`src/rtl/sdram_trk_pkg.sv`:
```
// Shared types for the SDRAM command tracker.
package sdram_trk_pkg;

    // Decoded command codes reported on cmd_o.
    typedef enum logic [3:0] {
        CMD_NOP  = 4'd0,
        CMD_ACT  = 4'd1,
        CMD_RD   = 4'd2,
        CMD_WR   = 4'd3,
        CMD_BST  = 4'd4,
        CMD_PRE  = 4'd5,
        CMD_AREF = 4'd6,
        CMD_SREF = 4'd7,
        CMD_LMR  = 4'd8
    } cmd_e;

    // Per-bank row state.
    typedef enum logic [1:0] {
        BK_IDLE = 2'd0,
        BK_OPEN = 2'd1,
        BK_PRE  = 2'd2
    } bank_st_e;

endpackage

```
`src/rtl/sdram_cmd_decode.sv`:
```
// Combinational decoder from the sampled command pins to a command code.
// Assumes the pins are already synchronous to clk; refresh is split into
// auto or self by cke, every other command keeps its code regardless of cke.
module sdram_cmd_decode
    import sdram_trk_pkg::*;
(
    input  logic cs_n,
    input  logic ras_n,
    input  logic cas_n,
    input  logic we_n,
    input  logic cke,
    output cmd_e cmd
);

    // Map strobe levels to a command code.
    always_comb begin
        if (cs_n) begin
            cmd = CMD_NOP;
        end else begin
            unique case ({ras_n, cas_n, we_n})
                3'b111:  cmd = CMD_NOP;
                3'b011:  cmd = CMD_ACT;
                3'b101:  cmd = CMD_RD;
                3'b100:  cmd = CMD_WR;
                3'b110:  cmd = CMD_BST;
                3'b010:  cmd = CMD_PRE;
                3'b001:  cmd = cke ? CMD_AREF : CMD_SREF;
                default: cmd = CMD_LMR;
            endcase
        end
    end

endmodule

```
`src/rtl/sdram_bank_fsm.sv`:
```
// One bank: idle / open row / precharging, plus a pending auto-precharge bit.
// Assumes the caller only asserts act_go when the bank is idle; a pre_go on a
// bank that is not open, or that waits on an auto-precharge, is absorbed.
module sdram_bank_fsm
    import sdram_trk_pkg::*;
#(
    parameter int ROW_W      = 13,
    parameter int TRP_CYCLES = 3
) (
    input  logic             clk,
    input  logic             rst_n,
    input  logic             act_go,
    input  logic [ROW_W-1:0] act_row,
    input  logic             pre_go,
    input  logic             ap_set,
    input  logic             ap_done,
    output logic             is_open,
    output logic             is_pre,
    output logic             ap_pend,
    output logic [ROW_W-1:0] row_out
);

    localparam int CNT_W = (TRP_CYCLES < 2) ? 1 : $clog2(TRP_CYCLES);
    localparam logic [CNT_W-1:0] CNT_LOAD = CNT_W'(TRP_CYCLES - 1);

    bank_st_e         state;
    logic [CNT_W-1:0] trp_cnt;
    logic             ap_q;
    logic [ROW_W-1:0] row_q;

    // State, precharge timer and stored row.
    always_ff @(posedge clk) begin
        if (!rst_n) begin
            state   <= BK_IDLE;
            trp_cnt <= '0;
            row_q   <= '0;
        end else if (ap_done) begin
            state   <= BK_PRE;
            trp_cnt <= CNT_LOAD;
        end else if (act_go) begin
            state   <= BK_OPEN;
            row_q   <= act_row;
        end else if (pre_go && state == BK_OPEN && !ap_q) begin
            state   <= BK_PRE;
            trp_cnt <= CNT_LOAD;
        end else if (state == BK_PRE) begin
            if (trp_cnt == '0) begin
                state <= BK_IDLE;
            end else begin
                trp_cnt <= trp_cnt - 1'b1;
            end
        end
    end

    // Pending auto-precharge flag.
    always_ff @(posedge clk) begin
        if (!rst_n) begin
            ap_q <= 1'b0;
        end else if (ap_done) begin
            ap_q <= 1'b0;
        end else if (ap_set) begin
            ap_q <= 1'b1;
        end
    end

    assign is_open = (state == BK_OPEN);
    assign is_pre  = (state == BK_PRE);
    assign ap_pend = ap_q;
    assign row_out = row_q;

    AST_ACT_ONLY_IDLE: assert property (@(posedge clk) disable iff (!rst_n)
        act_go |-> state == BK_IDLE) else $error("activate on busy bank");

    AST_AP_CLOSE_OPEN: assert property (@(posedge clk) disable iff (!rst_n)
        ap_done |-> (state == BK_OPEN && ap_q)) else $error("auto close without open row");

    AST_IDLE_AFTER_PRE: assert property (@(posedge clk) disable iff (!rst_n)
        (state == BK_IDLE && $past(state) != BK_IDLE) |-> $past(state) == BK_PRE)
        else $error("idle reached without precharge");

endmodule

```
`src/rtl/sdram_burst_track.sv`:
```
// Tracks the single burst in flight: beats left, direction, auto-precharge,
// target bank. Drives lane write enables from the mask on write beats and
// fires the deferred close on the last beat of an auto-precharge burst.
// Assumes start is only given when at most one beat is left.
module sdram_burst_track #(
    parameter int BURST_LEN = 4,
    parameter int NUM_BANKS = 4,
    parameter int DM_W      = 9
) (
    input  logic                         clk,
    input  logic                         rst_n,
    input  logic                         start,
    input  logic                         start_wr,
    input  logic                         start_ap,
    input  logic [$clog2(NUM_BANKS)-1:0] start_bank,
    input  logic                         stop,
    input  logic [DM_W-1:0]              dm,
    output logic                         busy,
    output logic                         last_beat,
    output logic                         cur_wr,
    output logic                         cur_ap,
    output logic [DM_W-1:0]              byte_we,
    output logic [NUM_BANKS-1:0]         ap_done
);

    localparam int BK_W  = $clog2(NUM_BANKS);
    localparam int LEFT_W = $clog2(BURST_LEN + 1);

    logic [LEFT_W-1:0] left_q;
    logic              wr_q;
    logic              ap_q;
    logic [BK_W-1:0]   bank_q;

    assign busy      = (left_q != '0);
    assign last_beat = (left_q == LEFT_W'(1));
    assign cur_wr    = wr_q;
    assign cur_ap    = ap_q;

    // Beat counter and burst attributes.
    always_ff @(posedge clk) begin
        if (!rst_n) begin
            left_q <= '0;
            wr_q   <= 1'b0;
            ap_q   <= 1'b0;
            bank_q <= '0;
        end else if (start) begin
            left_q <= LEFT_W'(BURST_LEN);
            wr_q   <= start_wr;
            ap_q   <= start_ap;
            bank_q <= start_bank;
        end else if (stop) begin
            left_q <= '0;
        end else if (busy) begin
            left_q <= left_q - 1'b1;
        end
    end

    // Lane write enables for the beat sampled at this edge.
    always_ff @(posedge clk) begin
        if (!rst_n) begin
            byte_we <= '0;
        end else if (busy && wr_q) begin
            byte_we <= ~dm;
        end else begin
            byte_we <= '0;
        end
    end

    // Deferred close request for the burst's bank on its final beat.
    always_comb begin
        ap_done = '0;
        if (last_beat && ap_q) begin
            ap_done[bank_q] = 1'b1;
        end
    end

    AST_WE_IN_WRITE: assert property (@(posedge clk) disable iff (!rst_n)
        (byte_we != '0) |-> $past(busy && wr_q)) else $error("lane enable outside write beat");

    AST_START_AT_END: assert property (@(posedge clk) disable iff (!rst_n)
        start |-> (left_q <= LEFT_W'(1))) else $error("burst collision");

endmodule

```
`src/rtl/sdram_cmd_tracker.sv`:
```
// Top: decodes each sampled command, checks it against bank and burst state,
// steers per-bank strobes and registers the reported outputs. Assumes one
// command per clock and a burst length fixed by BURST_LEN.
module sdram_cmd_tracker
    import sdram_trk_pkg::*;
#(
    parameter int ROW_W      = 13,
    parameter int BANK_W     = 2,
    parameter int DM_W       = 9,
    parameter int BURST_LEN  = 4,
    parameter int TRP_CYCLES = 3,
    parameter int AP_BIT     = 10
) (
    input  logic                          clk,
    input  logic                          rst_n,
    input  logic                          cs_n,
    input  logic                          ras_n,
    input  logic                          cas_n,
    input  logic                          we_n,
    input  logic                          cke,
    input  logic [ROW_W-1:0]              addr,
    input  logic [BANK_W-1:0]             ba,
    input  logic [DM_W-1:0]               dm,
    output logic [3:0]                    cmd_o,
    output logic                          illegal_o,
    output logic                          mode_wr_o,
    output logic                          ext_mode_wr_o,
    output logic [ROW_W-1:0]              opcode_o,
    output logic                          auto_ref_o,
    output logic                          self_ref_o,
    output logic [(1<<BANK_W)-1:0]        bank_open_o,
    output logic [(1<<BANK_W)-1:0]        bank_pre_o,
    output logic [(1<<BANK_W)-1:0]        bank_ap_o,
    output logic [(1<<BANK_W)*ROW_W-1:0]  bank_row_o,
    output logic                          burst_active_o,
    output logic [DM_W-1:0]               byte_we_o
);

    localparam int NUM_BANKS = 1 << BANK_W;

    cmd_e                 cmd;
    logic                 cke_bad;
    logic                 act_ok, rw_ok, bst_ok, lmr_ok, is_rw, bad_cmd;
    logic [NUM_BANKS-1:0] open_v, pre_v, ap_v, ap_done_v;
    logic [NUM_BANKS-1:0] act_go_v, pre_go_v, ap_set_v;
    logic                 busy, last_beat, cur_wr, cur_ap;

    sdram_cmd_decode u_dec (
        .cs_n (cs_n), .ras_n (ras_n), .cas_n (cas_n), .we_n (we_n),
        .cke  (cke),  .cmd   (cmd)
    );

    // Legality of the sampled command against current state.
    always_comb begin
        cke_bad = !cke && cmd != CMD_NOP && cmd != CMD_SREF;
        is_rw   = (cmd == CMD_RD) || (cmd == CMD_WR);
        act_ok  = !cke_bad && cmd == CMD_ACT && !open_v[ba] && !pre_v[ba];
        rw_ok   = !cke_bad && is_rw && open_v[ba] && !ap_v[ba] && (!busy || last_beat);
        bst_ok  = !cke_bad && cmd == CMD_BST && busy && !cur_wr && !cur_ap;
        lmr_ok  = !cke_bad && cmd == CMD_LMR && !ba[BANK_W-1];
        bad_cmd = cke_bad
               || (cmd == CMD_ACT && !act_ok)
               || (is_rw && !rw_ok)
               || (cmd == CMD_BST && !bst_ok)
               || (cmd == CMD_LMR && !lmr_ok);
    end

    // Per-bank strobes from the accepted command.
    always_comb begin
        for (int b = 0; b < NUM_BANKS; b++) begin
            act_go_v[b] = act_ok && (ba == BANK_W'(b));
            pre_go_v[b] = !cke_bad && cmd == CMD_PRE
                          && (addr[AP_BIT] || ba == BANK_W'(b));
            ap_set_v[b] = rw_ok && addr[AP_BIT] && (ba == BANK_W'(b));
        end
    end

    genvar g;
    generate
        for (g = 0; g < NUM_BANKS; g++) begin : g_bank
            sdram_bank_fsm #(
                .ROW_W      (ROW_W),
                .TRP_CYCLES (TRP_CYCLES)
            ) u_bank (
                .clk     (clk),
                .rst_n   (rst_n),
                .act_go  (act_go_v[g]),
                .act_row (addr),
                .pre_go  (pre_go_v[g]),
                .ap_set  (ap_set_v[g]),
                .ap_done (ap_done_v[g]),
                .is_open (open_v[g]),
                .is_pre  (pre_v[g]),
                .ap_pend (ap_v[g]),
                .row_out (bank_row_o[g*ROW_W +: ROW_W])
            );
        end
    endgenerate

    sdram_burst_track #(
        .BURST_LEN (BURST_LEN),
        .NUM_BANKS (NUM_BANKS),
        .DM_W      (DM_W)
    ) u_burst (
        .clk        (clk),
        .rst_n      (rst_n),
        .start      (rw_ok),
        .start_wr   (cmd == CMD_WR),
        .start_ap   (addr[AP_BIT]),
        .start_bank (ba),
        .stop       (bst_ok),
        .dm         (dm),
        .busy       (busy),
        .last_beat  (last_beat),
        .cur_wr     (cur_wr),
        .cur_ap     (cur_ap),
        .byte_we    (byte_we_o),
        .ap_done    (ap_done_v)
    );

    // Registered command report, flags and op-code.
    always_ff @(posedge clk) begin
        if (!rst_n) begin
            cmd_o         <= CMD_NOP;
            illegal_o     <= 1'b0;
            mode_wr_o     <= 1'b0;
            ext_mode_wr_o <= 1'b0;
            opcode_o      <= '0;
            auto_ref_o    <= 1'b0;
            self_ref_o    <= 1'b0;
        end else begin
            cmd_o         <= cmd;
            illegal_o     <= bad_cmd;
            mode_wr_o     <= lmr_ok && !ba[0];
            ext_mode_wr_o <= lmr_ok && ba[0];
            auto_ref_o    <= !cke_bad && cmd == CMD_AREF;
            self_ref_o    <= cmd == CMD_SREF;
            if (lmr_ok) begin
                opcode_o <= addr;
            end
        end
    end

    assign bank_open_o    = open_v;
    assign bank_pre_o     = pre_v;
    assign bank_ap_o      = ap_v;
    assign burst_active_o = busy;

    AST_AREF_CKE_HIGH: assert property (@(posedge clk) disable iff (!rst_n)
        auto_ref_o |-> $past(cke)) else $error("auto refresh with cke low");

    AST_SREF_CKE_LOW: assert property (@(posedge clk) disable iff (!rst_n)
        self_ref_o |-> !$past(cke)) else $error("self refresh with cke high");

    AST_MODE_LOAD_OPCODE: assert property (@(posedge clk) disable iff (!rst_n)
        (mode_wr_o || ext_mode_wr_o) |-> opcode_o == $past(addr)) else $error("op-code mismatch");

    AST_ONE_STATE: assert property (@(posedge clk) disable iff (!rst_n)
        (bank_open_o & bank_pre_o) == '0) else $error("bank open and precharging");

endmodule

```
`config.mk`:
```
export PLATFORM = sky130hd
export DESIGN_NAME = sdram_cmd_tracker
export DESIGN_NICKNAME = d
export VERILOG_FILES = /design/src/rtl/sdram_trk_pkg.sv /design/src/rtl/sdram_cmd_decode.sv /design/src/rtl/sdram_bank_fsm.sv /design/src/rtl/sdram_burst_track.sv /design/src/rtl/sdram_cmd_tracker.sv
export SDC_FILE = /design/constraint.sdc
export NUM_CORES = 1
export LEC_CHECK = 0
export BUFFER_PORTS_ARGS = -buffer_cell sky130_fd_sc_hd__buf_2
export CORE_MARGIN = 2
export CORE_UTILIZATION = 53
export CTS_BUF_LIST = sky130_fd_sc_hd__clkbuf_4 sky130_fd_sc_hd__clkbuf_8
export CTS_CLUSTER_SIZE = 28
export DETAILED_ROUTE_END_ITERATION = 8
export PLACE_DENSITY = 0.81
export SLEW_MARGIN = 20
export SYNTH_ARGS = -nofsm -noshare
export SYNTH_HDL_FRONTEND = slang
export SYNTH_SLANG_ARGS = --single-unit
export TNS_END_PERCENT = 50
```
`constraint.sdc`:
```
create_clock -name clk -period 3.05 [get_ports clk]
set_input_delay 0.61 -clock clk [delete_from_list [all_inputs] [get_ports clk]]
set_output_delay 0.61 -clock clk [all_outputs]
set_load 0.02 [all_outputs]
```
# After elaboration in Yosys (flattened, before gate mapping)
# Cells that the tools add are included.
# op_classes
addsub	5
n_lt_le_gt_ge	3
n_eq_ne	40
n_mux	55
bitwise_logic	10
n_reduce_logical	133
# op_table
operator	n
$mux 2	40
$logic_and 1x1->1	47
$reduce_bool 3->1	14
$reduce_bool 4->1	9
$pmux 4 s7	1
$reduce_and 2->1	13
$reduce_and 3->1	8
$logic_not 1->1	18
$eq 4x3->1 const B	4
$eq 2x2->1 const B	6
$eq 3x3->1 const B	4
$ne 3x2->1 const B	4
$eq 2x1->1 const B	5
$logic_not 2->1	5
$logic_or 1x1->1	10
$mux 3	3
$not 1->1	9
$not 9->9	1
$eq 4x2->1 const B	2
$mux 4	2
$ne 2x1->1 const B	4
$ne 2x2->1 const B	4
$reduce_bool 2->1	4
$reduce_or 2->1	4
13 further kinds	25
# totals
reg_bits	110
out_inout_bits	96

# Longest topological paths before layout
# depth
depth_word	16
mapped_depth	8

# Modules after synthesis
# From an unflattened synthesis, not the netlist that was laid out.
# unflattened
hier_cells	524
hier_area_um2	4667.0
# modules_own_cells
module	n_inst	cells_per_inst	area_each_um2	seq_area_each_um2
sdram_bank_fsm	4	86	735.7	360.3
sdram_cmd_tracker	1	112	1074.8	440.4
sdram_burst_track	1	58	590.6	320.3
sdram_cmd_decode	1	10	58.8	0.0

# Worst setup path before layout
# OpenSTA, ideal clock, no wires.
# synth_timing
path_kind	input -> register
startpoint	in ba[1]
endpoint	reg g_bank[1].u_bank.row_q[10]
setup_time_ns	0.072
t_arrival_ns	2.335
required_ns	2.978
slack_ns	0.643
cell_stages	8
cell_sequence	buf_2 nor2b_1 a22o_1 or3_1 buf_6 nor3b_4 buf_8 mux2i_1
# synth_between
elab_chain_cells	7
elab_cells_between_ends	11
classes_between	1 x eq/ne; 4 x mux; 6 x reduce/logical
# synth_lines
item	line_no	source
start: declaration	sdram_cmd_tracker.sv:22	input logic [BANK_W-1:0] ba,
$bmux 1 s2	sdram_cmd_tracker.sv:57	act_ok = !cke_bad && cmd == CMD_ACT && !open_v[ba] && !pre_v[ba];
$mux 1 (not written as such)	sdram_cmd_tracker.sv:57	
$logic_not 1->1	sdram_cmd_tracker.sv:57	
$logic_and 1x1->1 (2 in a row)	sdram_cmd_tracker.sv:57	
$logic_and 1x1->1 (*)	sdram_cmd_tracker.sv:71	act_go_v[b] = act_ok && (ba == BANK_W'(b));
$reduce_and 2->1 (no line) (*)	-	
end signal: assignment	sdram_bank_fsm.sv:42	row_q <= act_row;
end: declaration	sdram_bank_fsm.sv:29	logic [ROW_W-1:0] row_q;
# Mark *: on every way between the ends. The rest lies on a longest branch, timed or not. The select of a mux whose other input is x is not followed.
# A chain may end at the register's enable or synchronous reset.

# Final worst setup path
# layout_timing
startpoint	in ba[1]
endpoint	reg g_bank[0].u_bank.row_q[3]
# layout_between
elab_chain_cells	7
elab_cells_between_ends	11
classes_between	4 x mux; 7 x reduce/logical
# layout_lines
item	line_no
$bmux 1 s2	sdram_cmd_tracker.sv:57
$mux 1 (not written as such)	sdram_cmd_tracker.sv:57
$logic_not 1->1	sdram_cmd_tracker.sv:57
$logic_and 1x1->1 (2 in a row)	sdram_cmd_tracker.sv:57
$logic_and 1x1->1 (*)	sdram_cmd_tracker.sv:71
$reduce_and 2->1 (no line) (*)	-
end signal: assignment	sdram_bank_fsm.sv:42
end: declaration	sdram_bank_fsm.sv:29
# Marks and branches as above.

==> run metrics <==
Final Cycle Share 0.798; Pre-antenna DRT Iters 4; Hold WS 0.389 ns; endpoints failing setup 0; fin area 5430 µm²; Hold Vio Cnt, Final 0; R2R depth 6; commonest cells in the netlist dfxtp_1, nand2_1, mux2i_1; Synth top area share 0.479; dpl ws 0.247 ns; nets 635; mux share of post-synthesis cell area 0.156; CTS Hold Bufs 0; most frequent cell after synthesis dfxtp_1; GP Congestion 0.910; asr flop ratio synth 0; Post-Synth XOR/XNOR Area 0.00762; Starting Density 0.554; Slew HR 0.478; vias in the first global route 3782; via count 3868; Area Overhead vs Synth 18.2%; Cell Area, Synth 4600 µm²; main area contributors after synthesis dfxtp_1, mux2i_1, nand2_1, nor2_1, buf_4; latest clock arrival within the worst-skew pair 0.37 ns; worst min path class primary input to flop; hpwl dp 8010 µm; WL per Instance 15.8 µm; P_leak 2.51 nW; H-Tree Depth 3; Post-synth EDFFs 0; WP data required 3.34 ns; CTS tree built; Placed Instance Area 5220 µm²; synth unique cells 47; CP Class primary input to flop; # Post-CTS Setup Buffers 0; Final WS setup 0.616 ns; post-DR vias/cell 5.47; Most used DFF post-synth dfxtp_1; first-iteration detailed-routing DRC count 166; ANT cells 0; Worst Path Max Fanout 14; status finished clean; register area share after synthesis 0.479; GR Util All Layers 0.236; compound-cell area share of the yosys netlist 0.0640; largest family of logic cells by synthesized area simple AND/OR/NAND/NOR gates; cts repair resizes 0; initial antenna violation count 0; Syn Nets 527; Max Clk Rate 411 MHz; # DRC 0; Synth Area in Simple Gates 0.207; Yosys top cell by area dfxtp_1; FP Rows 33; adder-cell share of the synthesized area 0.0191; Max-Cap Viols 0; CP Launch Type primary input; Horiz. Die Dim 97.1 µm; total power 0.00270 W; layout cells sized above 1 0.262; Detailed Route WL 11100 µm; Clock Tree Buf Depth 2; first-pass GRT wire length 18200 µm; RSZ-0062 raised after global routing false; chip height 97.1 µm; power density over cell area 498 nW/µm²; CP endpoint kind flop; Hold Crit Depth 2; Fin Clk Skew 0.0110 ns; antenna viol nets, final 0; I/O Buffers 126; peak supply drop 239 µV; Period minus WS final 2.43 ns; Yosys reg bits 110; IO Count 127; Worst EP arrival 2.73 ns; Mapped Avg Cell Area 9.40 µm²; Setup TNS 0 ns; synth warn 0; CTS buffer count 9; Slew @ Worst Pin 0.782 ns; synthesized instance count 489; Root Buffer clkbuf_8; die area 9430 µm²; grt ovf 0; Final Slew Violations 0; Clock Pin Slew Worst Setup and Hold Paths 0.10 ns; CTS Sinks 110; core box area 8300 µm²; largest net degree at the start of global routing 50
[sequential cells by signal, indices dropped and copies added (netlist names)]
register,flops
g_bank.u_bank.row_out,52
opcode_o,13
u_burst.byte_we,9
g_bank.u_bank.state,8
g_bank.u_bank.trp_cnt,8
cmd_o,4
g_bank.u_bank.ap_pend,4
u_burst.left_q,3
u_burst.bank_q,2
auto_ref_o,1
ext_mode_wr_o,1
illegal_o,1
mode_wr_o,1
self_ref_o,1
u_burst.cur_ap,1
u_burst.cur_wr,1
[stage by stage]
step | util | instances
3_3_place_gp | 0.628 | 691
3_5_place_dp | 0.628 | 691
6_report | 0.654 | 707
4_1_cts | 0.654 | 707
5_1_grt | 0.654 | 707
2_1_floorplan | - | 489
[layout make-up]
| type | count | area, µm² |
|---|---|---|
| Fill cell | 707 | 2870 |
| Sequential cell | 110 | 2200 |
| Multi-Input combinational cell | 321 | 2080 |
| Timing Repair Buffer | 135 | 723 |
| Clock buffer | 11 | 151 |
| Tap cell | 105 | 131 |
| Inverter | 20 | 75.1 |
| Clock inverter | 5 | 63.8 |
[path summary, 6_finish.rpt]
kind	slack [ns]	from	endpoint
max	0.62	ba[1]	g_bank[0].u_bank.row_out[3]
min	0.39	dm[5]	u_burst.byte_we[5]
min reg2reg	0.46	g_bank[0].u_bank.row_out[1]	g_bank[0].u_bank.row_out[1]
max reg2reg	0.62	g_bank[2].u_bank.state[1]	g_bank[0].u_bank.row_out[3]
[kinds of logic (layout without fill, tap and decap cells)]
group           count (synthesis)  count (layout)
simple gates                  198             198
flops                         110             110
mux                            69              69
buf+inv                        58             171
compound gates                 43              43
fa+ha+maj                       7               7
xor+xnor                        4               4
[per-layer routing]
layer	wire length (µm)	vias to the layer above	global-route usage
li1	-	1847	-
met1	4670	1852	0.287
met2	5340	148	0.401
met3	895	21	0.0619
met4	235	0	0.0878
met5	0	-	0
[critical path: stages]
cell     delay, ns
buf_2         0.20
mux4_2        0.52
or3_1         0.63
nor3b_4       0.25
buf_4         0.28
mux2i_1       0.22
[cell usage in the layout, fill, tap and decap left out, types with 3 or more instances in the layout]
| master | instances |
|---|---|
| nand3_1 | 10 |
| mux2i_1 | 66 |
| dfxtp_1 | 110 |
| buf_2 | 126 |
| nand2_1 | 90 |
| clkbuf_8 | 11 |
| a31oi_1 | 8 |
| a311oi_1 | 3 |
| inv_1 | 20 |
| a21oi_1 | 5 |
| nor3b_1 | 4 |
| nor2b_1 | 11 |
| nand2b_1 | 10 |
| o21ai_0 | 12 |
| xnor2_1 | 4 |
| and2_1 | 4 |
| nor3_1 | 6 |
| ha_1 | 7 |
| buf_4 | 7 |
| nor3b_4 | 3 |
| nor2_1 | 46 |
| a2bb2oi_1 | 3 |
[power breakdown]
part	internal (W)	total (W)	switching (W)	leakage, nW
logic	0.000108	0.000289	0.000182	1.51
registers	0.00146	0.00148	0.0000178	0.887
clock network	0.000434	0.000935	0.000501	0.112
Note: power is estimated with default switching activity, not from simulation.
